===== src/rtl/prio_irq_pkg.sv =====
package prio_irq_pkg;

  localparam int LVL_COUNT = 3;

  // control-to-datapath strobes
  typedef struct packed {
    logic       ackFire;
    logic       retiFire;
    logic [1:0] ackLvl;
    logic       wrEnable;
    logic       wrGlobal;
    logic       wrPrio;
  } irqStrobe_t;

  // field value 3 behaves as the top level
  function automatic logic [1:0] effLevel(input logic [1:0] field);
    return (field == 2'd3) ? 2'd2 : field;
  endfunction

endpackage


===== src/rtl/prio_irq_arb.sv =====
module prio_irq_arb
  import prio_irq_pkg::*;
#(
  parameter int NUM_SRC    = 14,
  parameter int VEC_W      = 16,
  parameter int VEC_BASE   = 3,
  parameter int VEC_STRIDE = 8
) (
  input  logic [NUM_SRC-1:0]   pend,
  input  logic [NUM_SRC-1:0]   srcEn,
  input  logic [2*NUM_SRC-1:0] prioPacked,
  input  logic                 globalEn,
  input  logic [LVL_COUNT-1:0] inSvc,
  input  logic                 irqAck,
  input  logic                 retiPulse,
  input  logic                 regWe,
  input  logic [1:0]           regAddr,
  output irqStrobe_t           strobe,
  output logic [NUM_SRC-1:0]   winOneHot,
  output logic                 irqTake,
  output logic [VEC_W-1:0]     irqVector,
  output logic [1:0]           irqLevel
);

  localparam int IDX_W = (NUM_SRC > 1) ? $clog2(NUM_SRC) : 1;

  logic [1:0]           srcLvl [NUM_SRC];
  logic [NUM_SRC-1:0]   elig;
  logic [2:0]           curCode;
  logic [LVL_COUNT-1:0] lvlHit;
  logic [1:0]           bestLvl;
  logic [IDX_W-1:0]     winIdx;
  logic                 found;

  // current code: 0 = idle, L+1 = level L is the top one in service
  always_comb begin
    if (inSvc[2])      curCode = 3'd3;
    else if (inSvc[1]) curCode = 3'd2;
    else if (inSvc[0]) curCode = 3'd1;
    else               curCode = 3'd0;
  end

  for (genvar g = 0; g < NUM_SRC; g++) begin : g_src
    assign srcLvl[g] = effLevel(prioPacked[2*g +: 2]);
    assign elig[g]   = globalEn & srcEn[g] & pend[g] &
                       (({1'b0, srcLvl[g]} + 3'd1) > curCode);
  end

  always_comb begin
    lvlHit = '0;
    for (int n = 0; n < NUM_SRC; n++) begin
      for (int l = 0; l < LVL_COUNT; l++) begin
        if (elig[n] && (srcLvl[n] == 2'(l))) lvlHit[l] = 1'b1;
      end
    end
    bestLvl = 2'd0;
    for (int l = 0; l < LVL_COUNT; l++) begin
      if (lvlHit[l]) bestLvl = 2'(l);
    end
    winIdx = '0;
    for (int n = NUM_SRC - 1; n >= 0; n--) begin
      if (elig[n] && (srcLvl[n] == bestLvl)) winIdx = IDX_W'(n);
    end
    found = |elig;
  end

  assign irqTake   = found;
  assign irqLevel  = bestLvl;
  assign winOneHot = found ? (NUM_SRC'(1) << winIdx) : '0;
  assign irqVector = VEC_W'(VEC_BASE) + VEC_W'(VEC_STRIDE) * VEC_W'(winIdx);

  always_comb begin
    strobe          = '0;
    strobe.ackFire  = irqAck & found;
    strobe.retiFire = retiPulse;
    strobe.ackLvl   = bestLvl;
    strobe.wrEnable = regWe & (regAddr == 2'd0);
    strobe.wrGlobal = regWe & (regAddr == 2'd1);
    strobe.wrPrio   = regWe & (regAddr == 2'd2);
  end

endmodule


===== src/rtl/prio_irq_regs.sv =====
module prio_irq_regs
  import prio_irq_pkg::*;
#(
  parameter int NUM_SRC = 14
) (
  input  logic                 clk,
  input  logic                 rst_n,
  input  logic [NUM_SRC-1:0]   irqReq,
  input  logic [1:0]           regAddr,
  input  logic [2*NUM_SRC-1:0] regWdata,
  input  irqStrobe_t           strobe,
  input  logic [NUM_SRC-1:0]   winOneHot,
  output logic [NUM_SRC-1:0]   pend,
  output logic [NUM_SRC-1:0]   srcEn,
  output logic [2*NUM_SRC-1:0] prioPacked,
  output logic                 globalEn,
  output logic [LVL_COUNT-1:0] inSvc,
  output logic [2*NUM_SRC-1:0] regRdata
);

  localparam int REG_W = 2 * NUM_SRC;

  logic [LVL_COUNT-1:0] topMask;
  logic [LVL_COUNT-1:0] inSvcNext;
  logic [NUM_SRC-1:0]   pendNext;

  always_comb begin
    if (inSvc[2])      topMask = 3'b100;
    else if (inSvc[1]) topMask = 3'b010;
    else if (inSvc[0]) topMask = 3'b001;
    else               topMask = 3'b000;

    inSvcNext = inSvc;
    if (strobe.retiFire) inSvcNext = inSvcNext & ~topMask;
    if (strobe.ackFire)  inSvcNext = inSvcNext | (3'b001 << strobe.ackLvl);

    pendNext = pend;
    if (strobe.ackFire) pendNext = pendNext & ~winOneHot;
    pendNext = pendNext | irqReq;
  end

  always_ff @(posedge clk) begin
    if (!rst_n) begin
      pend       <= '0;
      srcEn      <= '0;
      prioPacked <= '0;
      globalEn   <= 1'b0;
      inSvc      <= '0;
    end else begin
      pend  <= pendNext;
      inSvc <= inSvcNext;
      if (strobe.wrEnable) srcEn      <= regWdata[NUM_SRC-1:0];
      if (strobe.wrGlobal) globalEn   <= regWdata[0];
      if (strobe.wrPrio)   prioPacked <= regWdata;
    end
  end

  always_comb begin
    unique case (regAddr)
      2'd0:    regRdata = REG_W'(srcEn);
      2'd1:    regRdata = REG_W'(globalEn);
      2'd2:    regRdata = prioPacked;
      default: regRdata = REG_W'(pend);
    endcase
  end

endmodule


===== src/rtl/prio_irq_ctrl.sv =====
module prio_irq_ctrl
  import prio_irq_pkg::*;
#(
  parameter int NUM_SRC    = 14,
  parameter int VEC_W      = 16,
  parameter int VEC_BASE   = 3,
  parameter int VEC_STRIDE = 8
) (
  input  logic                 clk,
  input  logic                 rst_n,
  input  logic [NUM_SRC-1:0]   irqReq,
  input  logic                 regWe,
  input  logic [1:0]           regAddr,
  input  logic [2*NUM_SRC-1:0] regWdata,
  output logic [2*NUM_SRC-1:0] regRdata,
  input  logic                 irqAck,
  input  logic                 retiPulse,
  output logic                 irqTake,
  output logic [VEC_W-1:0]     irqVector,
  output logic [1:0]           irqLevel
);

  irqStrobe_t           strobe;
  logic [NUM_SRC-1:0]   winOneHot;
  logic [NUM_SRC-1:0]   pend;
  logic [NUM_SRC-1:0]   srcEn;
  logic [2*NUM_SRC-1:0] prioPacked;
  logic                 globalEn;
  logic [LVL_COUNT-1:0] inSvc;

  prio_irq_arb #(
    .NUM_SRC   (NUM_SRC),
    .VEC_W     (VEC_W),
    .VEC_BASE  (VEC_BASE),
    .VEC_STRIDE(VEC_STRIDE)
  ) u_arb (
    .pend      (pend),
    .srcEn     (srcEn),
    .prioPacked(prioPacked),
    .globalEn  (globalEn),
    .inSvc     (inSvc),
    .irqAck    (irqAck),
    .retiPulse (retiPulse),
    .regWe     (regWe),
    .regAddr   (regAddr),
    .strobe    (strobe),
    .winOneHot (winOneHot),
    .irqTake   (irqTake),
    .irqVector (irqVector),
    .irqLevel  (irqLevel)
  );

  prio_irq_regs #(
    .NUM_SRC(NUM_SRC)
  ) u_regs (
    .clk       (clk),
    .rst_n     (rst_n),
    .irqReq    (irqReq),
    .regAddr   (regAddr),
    .regWdata  (regWdata),
    .strobe    (strobe),
    .winOneHot (winOneHot),
    .pend      (pend),
    .srcEn     (srcEn),
    .prioPacked(prioPacked),
    .globalEn  (globalEn),
    .inSvc     (inSvc),
    .regRdata  (regRdata)
  );

endmodule


===== config.mk =====
export PLATFORM = sky130hd
export DESIGN_NAME = prio_irq_ctrl
export DESIGN_NICKNAME = d
export VERILOG_FILES = /design/src/rtl/prio_irq_pkg.sv /design/src/rtl/prio_irq_arb.sv /design/src/rtl/prio_irq_regs.sv /design/src/rtl/prio_irq_ctrl.sv
export SDC_FILE = /design/constraint.sdc
export NUM_CORES = 1
export LEC_CHECK = 0
export CORE_ASPECT_RATIO = 0.8
export CORE_MARGIN = 4
export CORE_UTILIZATION = 53
export CTS_BUF_LIST = sky130_fd_sc_hd__clkbuf_16
export CTS_CLUSTER_SIZE = 12
export DETAILED_ROUTE_END_ITERATION = 8
export GPL_ROUTABILITY_DRIVEN = 1
export PLACE_DENSITY = 0.94
export SYNTH_ARGS = -nofsm -noshare
export SYNTH_HDL_FRONTEND = slang
export SYNTH_SLANG_ARGS = --single-unit

===== constraint.sdc =====
create_clock -name clk -period 5.9 [get_ports clk]
set_input_delay 0.885 -clock clk [delete_from_list [all_inputs] [get_ports clk]]
set_output_delay 0.885 -clock clk [all_outputs]
set_load 0.01 [all_outputs]

==> flow_metrics.tcl <==
set metrics [dict create \
    commonest_non_fill_non_tap_cell_in_the_layout "sky130_fd_sc_hd__nand2_1" \
    leakagePower_uw 0.00241 \
    antenna_left 0 \
    pre_cts_slack_ps 516 \
    worst-r2r-setup-slack_ps 1540 \
    pin_count 96 \
    ys_types 71 \
    power.density_nw_per_um2 190 \
    vdd_drop_max_uv 178 \
    fin_tns_setup_ps 0 \
    endpoint "irqVector[6]" \
    crit_arrival_ps 4640 \
    hold_path_class "flip-flop to flip-flop" \
    worst_path_max_delay_cell "sky130_fd_sc_hd__nor4_1" \
    yosys_most_used_dff "sky130_fd_sc_hd__dfxtp_1" \
    cap_violations 0 \
    grt_pass1_wl_mm 27.1 \
    globalRoute.totalOverflow 0 \
    grt.met2_usage_pct 47.7 \
    report.power.total_uw 1130 \
    groute.layer.met1.usage_pct 48.0 \
    worst_hold_startpoint "u_regs.srcEn[12]" \
    syn_area_sq_um 4820 \
    drc 0 \
    timing.critical_path.required_ps 5020 \
    end_kind "output port" \
    worstRegToRegCells 17 \
    run_status "completed" \
    route.detailed.wl_per_inst_um 21.1 \
    max-slew-margin-rel_pct 25.0 \
    detail_route.first_pass.iterations 5 \
    numClockSinks 60 \
    cp_cell_sequence "nor2b_1 > buf_4 > nor2_2 > inv_2 > ha_1 > nand2b_1 > a221oi_2 > and2_1 > nor4_1 > nand4_2 > buf_4 > nor4_1 > a311o_1 > nor4_1 > nor3b_1 > clkdlybuf4s50_1" \
    fmax_mhz 181 \
    final_layout_size_suffix_gt1_share_pct 9.66 \
    critical_path.n_buffers_inverters 4 \
    clock_insertion_delay_worst_skew_ps 330 \
    use_met3_pct 8.47 \
    routed_wl_mm 17.5 \
    critical_path.top_delay_family "simple AND/OR/NAND/NOR gates" \
    initial_utilization_pct 55.6 \
    clk_transition_reported_paths_ps 60 \
    buffer_ports.inserted 83 \
    timing_hold_violations_final 0 \
    tritoncts "done" \
    cpPeakStageDelay_ps 620 \
    initial_drc_count 607 \
    avg_cell_area_syn_sq_um 7.54 \
    period_needed_ps 5530 \
    diodes 0 \
    vias_in_the_first_global_route 4999 \
    fp.dieArea_sq_um 10700 \
    clk_path_buf_depth 2 \
    reg2reg_to "u_regs.pend[8]" \
    num_vias 5177 \
    worstSetupStartpoint "u_regs.inSvc[1]" \
    final-setup-viol-count 0 \
    startpoint_type "flip-flop" \
    number_of_enable_flip_flop_cells_after_synthesis 0 \
    gr-usage-all-layers_pct 32.9 \
    cts_buffers 9 \
    globalRoute.busiestLayer "met1" \
    floorplan.die.width_um 115 \
    detail_route.vias_per_cell 6.27 \
    clk_root_buffer_cell "sky130_fd_sc_hd__clkbuf_16" \
    die_height_um 93.3 \
    cp.depth 16 \
    dpl.hpwl_mm 13.3 \
    fin_crit_sh_pct 93.7 \
    antenna_found_initial 0 \
    rr_startpoint "u_regs.inSvc[1]" \
    worstMarginPinSlew_ps 1120 \
    design.core.area_sq_um 8670 \
    final_core_utilization_pct 68.7 \
    gpl.final_weighted_congestion 0.972 \
    most-common-layout-cells "118 x sky130_fd_sc_hd__nand2_1, 83 x sky130_fd_sc_hd__clkdlybuf4s50_1, 59 x sky130_fd_sc_hd__dfxtp_1" \
    cpMostUsedCell "sky130_fd_sc_hd__nor4_1" \
    synthArstFlopShare_pct 0 \
    worst_slack_ps 373 \
    cts_htree_levels 3 \
    pin_count_of_the_biggest_net_entering_global_routing 61 \
    postSynthCellCount 639 \
    critical_path_class "flip-flop to output port" \
    area.growth.synth_to_final_pct 23.6 \
    timing_max_transition_violations_final 0 \
    yosys_register_bits 60 \
    synth_warnings 0 \
    clock-skew-final_ps 5.32 \
    yosysSeqAreaShare_pct 24.9 \
    cp_max_fo 13 \
    rsz0062_at_grt "no" \
    std_cell_rows 30 \
    final_nets 773 \
]
[worst reg2reg max path: cells and delay by family, from the launching register on]
family | cells | cell delay [ps]
adder cells (fa/ha/maj) | 1 | 180
flip-flops | 1 | 430
AO/OA/AOI/OAI | 3 | 1010
buffers and inverters | 3 | 510
AND/OR/NAND/NOR | 10 | 2110
[timing repair]
action / 4_1_cts / 5_1_grt
buffers inserted: 0 / 3
resized for setup: 0 / 3
endpoints found under the setup margin: 0 / 4
hold buffers: 0 / 0
[power by group]
part           switching, uW  internal, uW  leakage [uW]
registers               23.1           422      0.000491
clock network            201           324      0.000139
logic                   77.3          82.2       0.00178
total                    301           829       0.00241
[through the flow]
stage	hold slack, ps	cell area (sq um)	instances
floorplan	451	4860	649
finish	485	5950	826
global placement	462	5640	807
detailed placement	476	5640	807
global route	521	5950	826
CTS	483	5930	823
[layer usage]
layer  vias to the layer above  part of all wire (%)  wire (um)
met5                         -                     0          0
met4                         0                   1.3        230
met3                        30                    12       2090
met2                       312                    42       7260
met1                      2438                    45       7890
li1                       2397                     -          -
[worst min path at each step]
stage / to / slack [ps] / cells past startpoint
after floorplan: u_regs.srcEn[13] / 450 / 2
after global placement: u_regs.srcEn[12] / 460 / 2
after detailed placement: u_regs.srcEn[12] / 480 / 2
after CTS: u_regs.srcEn[12] / 480 / 2
after global routing: u_regs.srcEn[0] / 520 / 2
final: u_regs.srcEn[12] / 480 / 2
[state kept, by name (all words and copies together), names as in the netlist]
| name | flops |
|---|---|
| u_regs.srcEn | 14 |
| u_regs.inSvc | 3 |
| u_regs.prioPacked | 28 |
| u_regs.globalEn | 1 |
| u_regs.pend | 14 |
[cells by family (layout without fill, tap and decap cells)]
family,count (synthesis),after routing,share of synthesized area (%)
buf+inv,65,130,6.78
mux,17,17,3.82
flops,60,60,24.9
other cells,2,12,0.156
simple gates,310,310,35.2
compound gates,170,170,25.2
fa+ha+maj,15,15,3.90
[synth_stat cells (all sizes together) (20+ instances only)]
cell type	count	area share, %
and2	20	2.6
nor2b	26	3.4
nor2	22	1.9
and3	24	3.3
dfxtp	60	25
a21boi	53	8.3
nand2	118	9.2
o21ai	46	4.8
inv	20	1.6
clkbuf	23	1.8
buf	22	3.4
[layout make-up]
type	count	area [sq um]
Multi-Input combinational cell	524	3330
Fill cell	696	2720
Sequential cell	60	1200
Timing Repair Buffer	94	913
Clock buffer	9	225
Tap cell	112	140
Inverter	20	75.1
Clock inverter	7	67.6
No activity file was read; power rests on OpenSTA's default activity.
